===== src/rtl/vg_tlb.sv =====
module vg_tlb #(
  parameter int VA_W    = 32,
  parameter int PA_W    = 32,
  parameter int ENTRIES = 8,
  parameter int PROT_W  = 4
) (
  input  logic                  clk,
  input  logic                  rst_n,
  input  logic                  lk_req,
  input  logic [VA_W-1:0]       lk_va,
  output logic                  lk_hit,
  output logic                  lk_miss,
  output logic [PA_W-1:0]       lk_pa,
  output logic [PROT_W-1:0]     lk_prot,
  input  logic                  fill_en,
  input  logic [VA_W-14:0]      fill_vpn,
  input  logic [PA_W-14:0]      fill_ppn,
  input  logic [1:0]            fill_gh,
  input  logic [PROT_W-1:0]     fill_prot,
  input  logic                  inval_all
);
  localparam int OFS   = 13;
  localparam int VPN_W = VA_W - OFS;
  localparam int PPN_W = PA_W - OFS;
  localparam int IDX_W = (ENTRIES > 1) ? $clog2(ENTRIES) : 1;

  function automatic logic [8:0] low_bits(input logic [1:0] g);
    case (g)
      2'd0: low_bits = 9'h000;
      2'd1: low_bits = 9'h007;
      2'd2: low_bits = 9'h03f;
      default: low_bits = 9'h1ff;
    endcase
  endfunction

  logic [ENTRIES-1:0] e_v;
  logic [VPN_W-1:0]   e_vpn  [ENTRIES];
  logic [PPN_W-1:0]   e_ppn  [ENTRIES];
  logic [1:0]         e_g    [ENTRIES];
  logic [PROT_W-1:0]  e_prot [ENTRIES];
  logic [IDX_W-1:0]   ptr;

  logic [VPN_W-1:0]   va_vpn;
  logic [ENTRIES-1:0] match;
  logic [IDX_W-1:0]   sel;
  logic               hit_c;
  logic [PA_W-1:0]    pa_c;

  assign va_vpn = lk_va[VA_W-1:OFS];

  for (genvar i = 0; i < ENTRIES; i++) begin : g_cmp
    assign match[i] = e_v[i] &&
      ((va_vpn & ~VPN_W'(low_bits(e_g[i]))) == e_vpn[i]);
  end

  always_comb begin
    sel = '0;
    for (int i = ENTRIES - 1; i >= 0; i--)
      if (match[i]) sel = IDX_W'(i);
  end

  assign hit_c = |match;
  assign pa_c  = {e_ppn[sel] | (PPN_W'(va_vpn[8:0]) & PPN_W'(low_bits(e_g[sel]))),
                  lk_va[OFS-1:0]};

  always_ff @(posedge clk) begin
    if (!rst_n) begin
      e_v <= '0;
      ptr <= '0;
    end else if (inval_all) begin
      e_v <= '0;
      ptr <= '0;
    end else if (fill_en) begin
      e_v[ptr]    <= 1'b1;
      e_vpn[ptr]  <= fill_vpn & ~VPN_W'(low_bits(fill_gh));
      e_ppn[ptr]  <= fill_ppn & ~PPN_W'(low_bits(fill_gh));
      e_g[ptr]    <= fill_gh;
      e_prot[ptr] <= fill_prot;
      ptr         <= (ptr == IDX_W'(ENTRIES - 1)) ? '0 : ptr + 1'b1;
    end
  end

  always_ff @(posedge clk) begin
    if (!rst_n) begin
      lk_hit  <= 1'b0;
      lk_miss <= 1'b0;
      lk_pa   <= '0;
      lk_prot <= '0;
    end else begin
      lk_hit  <= lk_req && hit_c;
      lk_miss <= lk_req && !hit_c;
      lk_pa   <= (lk_req && hit_c) ? pa_c : '0;
      lk_prot <= (lk_req && hit_c) ? e_prot[sel] : '0;
    end
  end
endmodule


===== config.mk =====
export PLATFORM = sky130hd
export DESIGN_NAME = vg_tlb
export DESIGN_NICKNAME = d
export VERILOG_FILES = /design/src/rtl/vg_tlb.sv
export SDC_FILE = /design/constraint.sdc
export NUM_CORES = 1
export LEC_CHECK = 0
export CAP_MARGIN = 20
export CORE_MARGIN = 8
export CORE_UTILIZATION = 60
export CTS_BUF_LIST = sky130_fd_sc_hd__clkbuf_4
export DETAILED_ROUTE_END_ITERATION = 12
export PLACE_DENSITY = 0.8
export SLEW_MARGIN = 20
export SYNTH_ARGS = -nofsm -noshare
export SYNTH_HDL_FRONTEND = slang
export SYNTH_SLANG_ARGS = --single-unit

===== constraint.sdc =====
create_clock -name clk -period 6.85 [get_ports clk]
set_input_delay 1.7125 -clock clk [delete_from_list [all_inputs] [get_ports clk]]
set_output_delay 1.7125 -clock clk [all_outputs]
set_load 0.05 [all_outputs]

==> results.cfg, run 1 <==
[logic_synthesis]
async_flop_share = 0
syn_inst = 1261
syn_nets = 1344
synthTopCellsByArea = edfxtp_1, mux2i_1, dfxtp_1
synth_edf_count = 352
post-synth-top-area-fraction = 0.6046
yosysTopAreaCell = edfxtp_1
netlist_area_sq_mm = 0.01748
yosysUniqueCellTypes = 77
ys_warn_count = 0
yosysSeqAreaShare = 0.6607
synth_flop_cell = edfxtp_1
avgSynthCellArea_sq_um = 13.87
ys_ff_latch = 401

[clocking]
clock-sinks = 401
hold_buffers = 0
post_cts_buffers = 0
cts_buffers = 99
htree_levels = 3
clock-root-buffer = clkbuf_4
clk_pin_slew_ns = 0.08
cts_resized = 0
insertion_delay_ns = 0.73
cts_tree = done
clock_path_buffers = 3

[layout]
n_fill_cell = 1970
nets = 1541
layout_commonest_cell = edfxtp_1
area_growth_pct = 17.50
final_cells = 1928
layout_common_cells = edfxtp_1, clkbuf_4, clkdlybuf4s50_1
drive_above_1_share = 0.1504

[flow_run]
cap_violations = 0

[placed_design]
dp.cells = 1741
dp.final_hpwl_microns = 33110
place.gp.congestion = 0.9769
portBuffers = 118
pre_cts_slack_ns = 0.7440

[worst_setup_path]
path_delay_family = buffers and inverters
critPathKind = in2reg
crit_required_ns = 7.44
timing.rr.start = e_g[7][0]
path_cells = clkdlybuf4s50_1 -> inv_1 -> a22o_1 -> nor4_1 -> nor4b_1 -> nand2b_1 -> o211a_1 -> buf_12 -> mux2_2 -> o21ai_0 -> o21a_1 -> o32ai_1
crit_arrival_ns = 6.10
worstPathMaxFanout = 17
crit_buf_inv = 3
start_kind = primary input
crit_start = lk_va[20]
cp-end-kind = flip-flop
slowest_stage = clkdlybuf4s50_1
slowest_delay_ns = 0.90

[floorplan]
die-area_sq_mm = 0.03486
pin_count = 119
core-area_sq_mm = 0.02870
initial_core_util = 0.6092
die_x_microns = 186.7
die_h_microns = 186.7
rows = 62

[power]
p_total_uw = 4904
p_switching_uw = 1104
sw_frac_of_total = 0.2251
powerDensity_mw_per_mm2 = 238.7
clockPowerShare = 0.410
p_comb_frac = 0.045
leakagePower_uw = 0.006872
power_frac_seq = 0.545
peakVddDrop_mv = 0.1660
p_int_uw = 3800

[grt]
grt_overflow = 0
grt_pass1_vias = 12000
grtUsageTotal = 0.2732
antenna_found_initial = 1
grt_pass1_wl_microns = 72780
grt_max_degree = 46

[sta]
rsz0062_at_grt = false
max_clock_freq_ghz = 0.1815
setup_ws_ns = 1.341
hold_viol_final = 0
skew_ns = 0.03316
slew_headroom = 0.3368
hold_ws_ns = 0.4802
setup_violations = 0
setup_tns_ns = 0
min_period_over_period = 0.8043
worstMarginPinSlew_ns = 0.9927
report.final.slew_viol_count = 0
period_needed_ns = 5.509

[detailed_routing]
drt-met1-wl_microns = 19510
antenna_left = 0
routed-wl-met2_microns = 21480
drt_wl_total_microns = 48010
vias = 11980
vias_per_cell = 6.214
drcViolationCount = 0
highest_layer = met4
wl_per_cell_microns = 24.90
dr.pass1.iters = 7
drt_iter0_drc = 1121
wl_met3_microns = 5386

[min_path]
holdCritStartpoint = e_v[7]
hold_class = reg2reg

[outcome]
status = finished clean
[kinds of logic (layout without fill, tap and decap cells)]
| kind of cell | count (synthesis) | count (layout) | synth area share |
|---|---|---|---|
| buffers and inverters | 79 | 361 | 0.02161 |
| multiplexers | 115 | 115 | 0.06648 |
| flip-flops | 401 | 401 | 0.6607 |
| other | 0 | 1 | 0 |
| AND/OR/NAND/NOR | 391 | 391 | 0.1294 |
| XOR/XNOR | 89 | 89 | 0.04458 |
| AO/OA/AOI/OAI | 184 | 184 | 0.07586 |
| adder cells (fa/ha/maj) | 2 | 2 | 0.001431 |
[power groups by stage]
stage / logic [uW] / registers (uW) / clock network (uW)
2_1_floorplan: 98.5 / 2730 / 0
3_3_place_gp: 212 / 2730 / 0
3_5_place_dp: 216 / 2730 / 0
4_1_cts: 217 / 2670 / 2050
5_1_grt: 234 / 2670 / 2170
6_report: 222 / 2670 / 2010
[final timing paths]
kind,slack (ns),endpoint,depth (start not counted)
setup / recovery,1.34,lk_pa[16],12
hold / removal,0.48,e_v[7],1
setup reg to reg,2.53,lk_pa[16],11
hold reg to reg,0.48,e_v[7],1
[stage by stage]
stage               utilization  area [sq um]
floorplan                     -         17480
global placement         0.6698         19220
detailed placement       0.6698         19220
CTS                      0.7157         20540
global route             0.7158         20540
finish                   0.7158         20540
[metal layers]
layer  track usage  vias up
met5             0        -
met4        0.1124        0
met3       0.07905      122
met2        0.4135      742
met1        0.3671     5785
li1              -     5331
[Yosys cell counts, drive strengths merged, types with 21 or more instances]
master and instances:
edfxtp 352, mux2i 106, nand2 65, dfxtp 49, xor2 49, nand2b 43
nor2 43, xnor2 40, a21oi 39, buf 35, nand3 33, nor2b 30
and2 29, nand4 27, inv 23, nor3 23, nor4 23, clkbuf 21
o21ai 21
[sequential cells by signal, indices dropped and copies added, names as in the netlist]
signal,cells
e_g,16
e_ppn,152
e_prot,32
e_v,8
e_vpn,152
lk_hit,1
lk_miss,1
lk_pa,32
lk_prot,4
ptr,3
[cell type report]
class,count,area (sq um),area share
repair buffers,152,1474,0.07174
clock inverters,36,191.4,0.009318
well taps,384,480.5,0.02339
clock buffers,150,1126,0.05481
multi-input cells,781,5633,0.2742
diodes,1,2.502,0.0001218
flip-flops and latches,401,11550,0.5622
inverters,23,86.33,0.004202
(Power assumes the default switching activity.)
==> run 2: changes to the inputs <==
clock period = 5.3 ns   (was 6.85 ns; I/O delays follow)
==> run 2 against run 1 <==
  * Power increased by 31%
  * Hold slack got worse by 0.011 ns
  * Global-route usage decreased by 0.43 points
  * Core utilization increased by 1.5 points
  * Final cell count increased by 1.9%
==> results.cfg, run 2 (same netlist as run 1, synthesis figures left out) <==
[grt]
antenna_found_initial = 2
grt_overflow = 0
grtUsageTotal = 0.2689
grt_max_degree = 46
grt_pass1_wl_microns = 72350
grt_pass1_vias = 12440

[sta]
skew_ns = 0.07840
worstMarginPinSlew_ns = 1.099
setup_tns_ns = 0
setup_violations = 0
rsz0062_at_grt = false
slew_headroom = 0.2661
hold_viol_final = 0
report.final.slew_viol_count = 0
min_period_over_period = 0.8589
period_needed_ns = 4.552
max_clock_freq_ghz = 0.2197
hold_ws_ns = 0.4695

[placed_design]
dp.final_hpwl_microns = 32100
place.gp.congestion = 1.022
postPlaceCellArea_sq_mm = 0.01959
portBuffers = 118

[worst_setup_path]
reg2reg_depth = 12
reg2reg_to = lk_pa[17]
crit_arrival_ns = 5.22
timing.rr.start = e_g[5][1]
path_delay_family = simple AND/OR/NAND/NOR gates
slowest_stage = clkdlybuf4s50_1
cp-end-kind = flip-flop
slowest_delay_ns = 0.66
rrSetupSlack_ns = 1.23
start_kind = primary input
crit_buf_inv = 3
path_cells = clkdlybuf4s50_1 -> nor4b_1 -> or4_1 -> nor4_1 -> nor4b_1 -> buf_4 -> nand2b_1 -> o211a_1 -> buf_12 -> o21ai_0 -> a21oi_1 -> mux2i_1 -> a21oi_1 -> a22o_1
crit_required_ns = 5.97
worstPathMaxFanout = 17
critPathKind = in2reg

[floorplan]
die_x_microns = 186.7
core-area_sq_mm = 0.02870
rows = 62
die-area_sq_mm = 0.03486
pin_count = 119
die_h_microns = 186.7
initial_core_util = 0.6092

[layout]
reg_top3 = e_ppn (152), e_vpn (152)
drive_above_1_share = 0.1743
n_fill_cell = 1880
stdcell_area_sq_mm = 0.02096
area_growth_pct = 19.89
nets = 1577
layout_common_cells = edfxtp_1, clkbuf_4, clkdlybuf4s50_1
layout_commonest_cell = edfxtp_1

[clocking]
cts_resized = 0
clock_path_buffers = 3
clock-sinks = 401
clk_pin_slew_ns = 0.08
htree_levels = 3
cts_buffers = 101
cts_tree = done
hold_buffers = 0
post_cts_buffers = 0
clock-root-buffer = clkbuf_4
insertion_delay_ns = 0.79

[detailed_routing]
drt_wl_total_microns = 47580
vias_per_cell = 6.282
wl_per_cell_microns = 24.23
drcViolationCount = 0
dr.pass1.iters = 7
vias = 12340
drt_iter0_drc = 1401
antenna_left = 0

[power]
p_total_uw = 6445
power_frac_seq = 0.536
clockPowerShare = 0.417
powerDensity_mw_per_mm2 = 307.5
leakagePower_uw = 0.007086
p_comb_frac = 0.047
p_int_uw = 4981
peakVddDrop_mv = 0.1998
sw_frac_of_total = 0.2272
p_switching_uw = 1465

[min_path]
hold_class = reg2reg
hold_depth = 1
holdCritStartpoint = e_v[1]
hold_path_end = e_v[1]

[flow_run]
cap_violations = 0

[outcome]
status = finished clean
[run 2: cell count changes in the layout (fill, tap and decap cells not counted), sizes merged]
cell    delta
buf       +34
clkinv     -8
clkbuf     +7
inv        +2
diode      +1
[run 2: how the worst max path moves through the flow]
| stage | startpoint | end | slack [ns] | cells after the start |
|---|---|---|---|---|
| 6_report | lk_va[13] | lk_pa[15] | 0.75 | 14 |
| 5_1_grt | lk_va[13] | lk_pa[17] | 0.55 | 12 |
| 4_1_cts | lk_va[13] | lk_pa[15] | 0.90 | 14 |
| 3_5_place_dp | lk_va[13] | lk_pa[15] | 0.11 | 14 |
| 3_3_place_gp | lk_va[13] | lk_pa[13] | 0.23 | 14 |
| 2_1_floorplan | rst_n | e_g[4][0] | 1.05 | 4 |
[run 2: power groups by stage]
stage / clock network (uW) / registers [uW] / logic (uW)
after floorplan: 0 / 3520 / 127
after global placement: 0 / 3520 / 288
final: 2690 / 3450 / 304
after detailed placement: 0 / 3520 / 294
after global routing: 2920 / 3450 / 317
after CTS: 2740 / 3450 / 296
[run 2: final cells by class]
class,instances,area (sq um),share of cell area
sequential,401,11550,0.5510
multi-input combinational,781,5648,0.2694
timing repair buffer,186,1829,0.08726
clock buffer,157,1179,0.05623
tap,384,480.5,0.02292
clock inverter,30,183.9,0.008774
inverter,23,86.33,0.004118
antenna,2,5.005,0.0002387
[run 2: metal layers]
layer  global-route usage  up-vias  share of wire
li1                     -     5390              -
met1               0.3541     5894           0.38
met2               0.4027      892           0.44
met3              0.07811      162           0.13
met4               0.1378        0          0.044
met5                    0        -              0
[run 2: stage by stage]
stage	utilization	cells	setup slack [ns]
finish	0.7303	1964	0.7480
global route	0.7303	1964	0.5514
CTS	0.7301	1962	0.8968
detailed placement	0.6826	1775	0.1149
global placement	0.6826	1775	0.2286
floorplan	-	1261	1.052
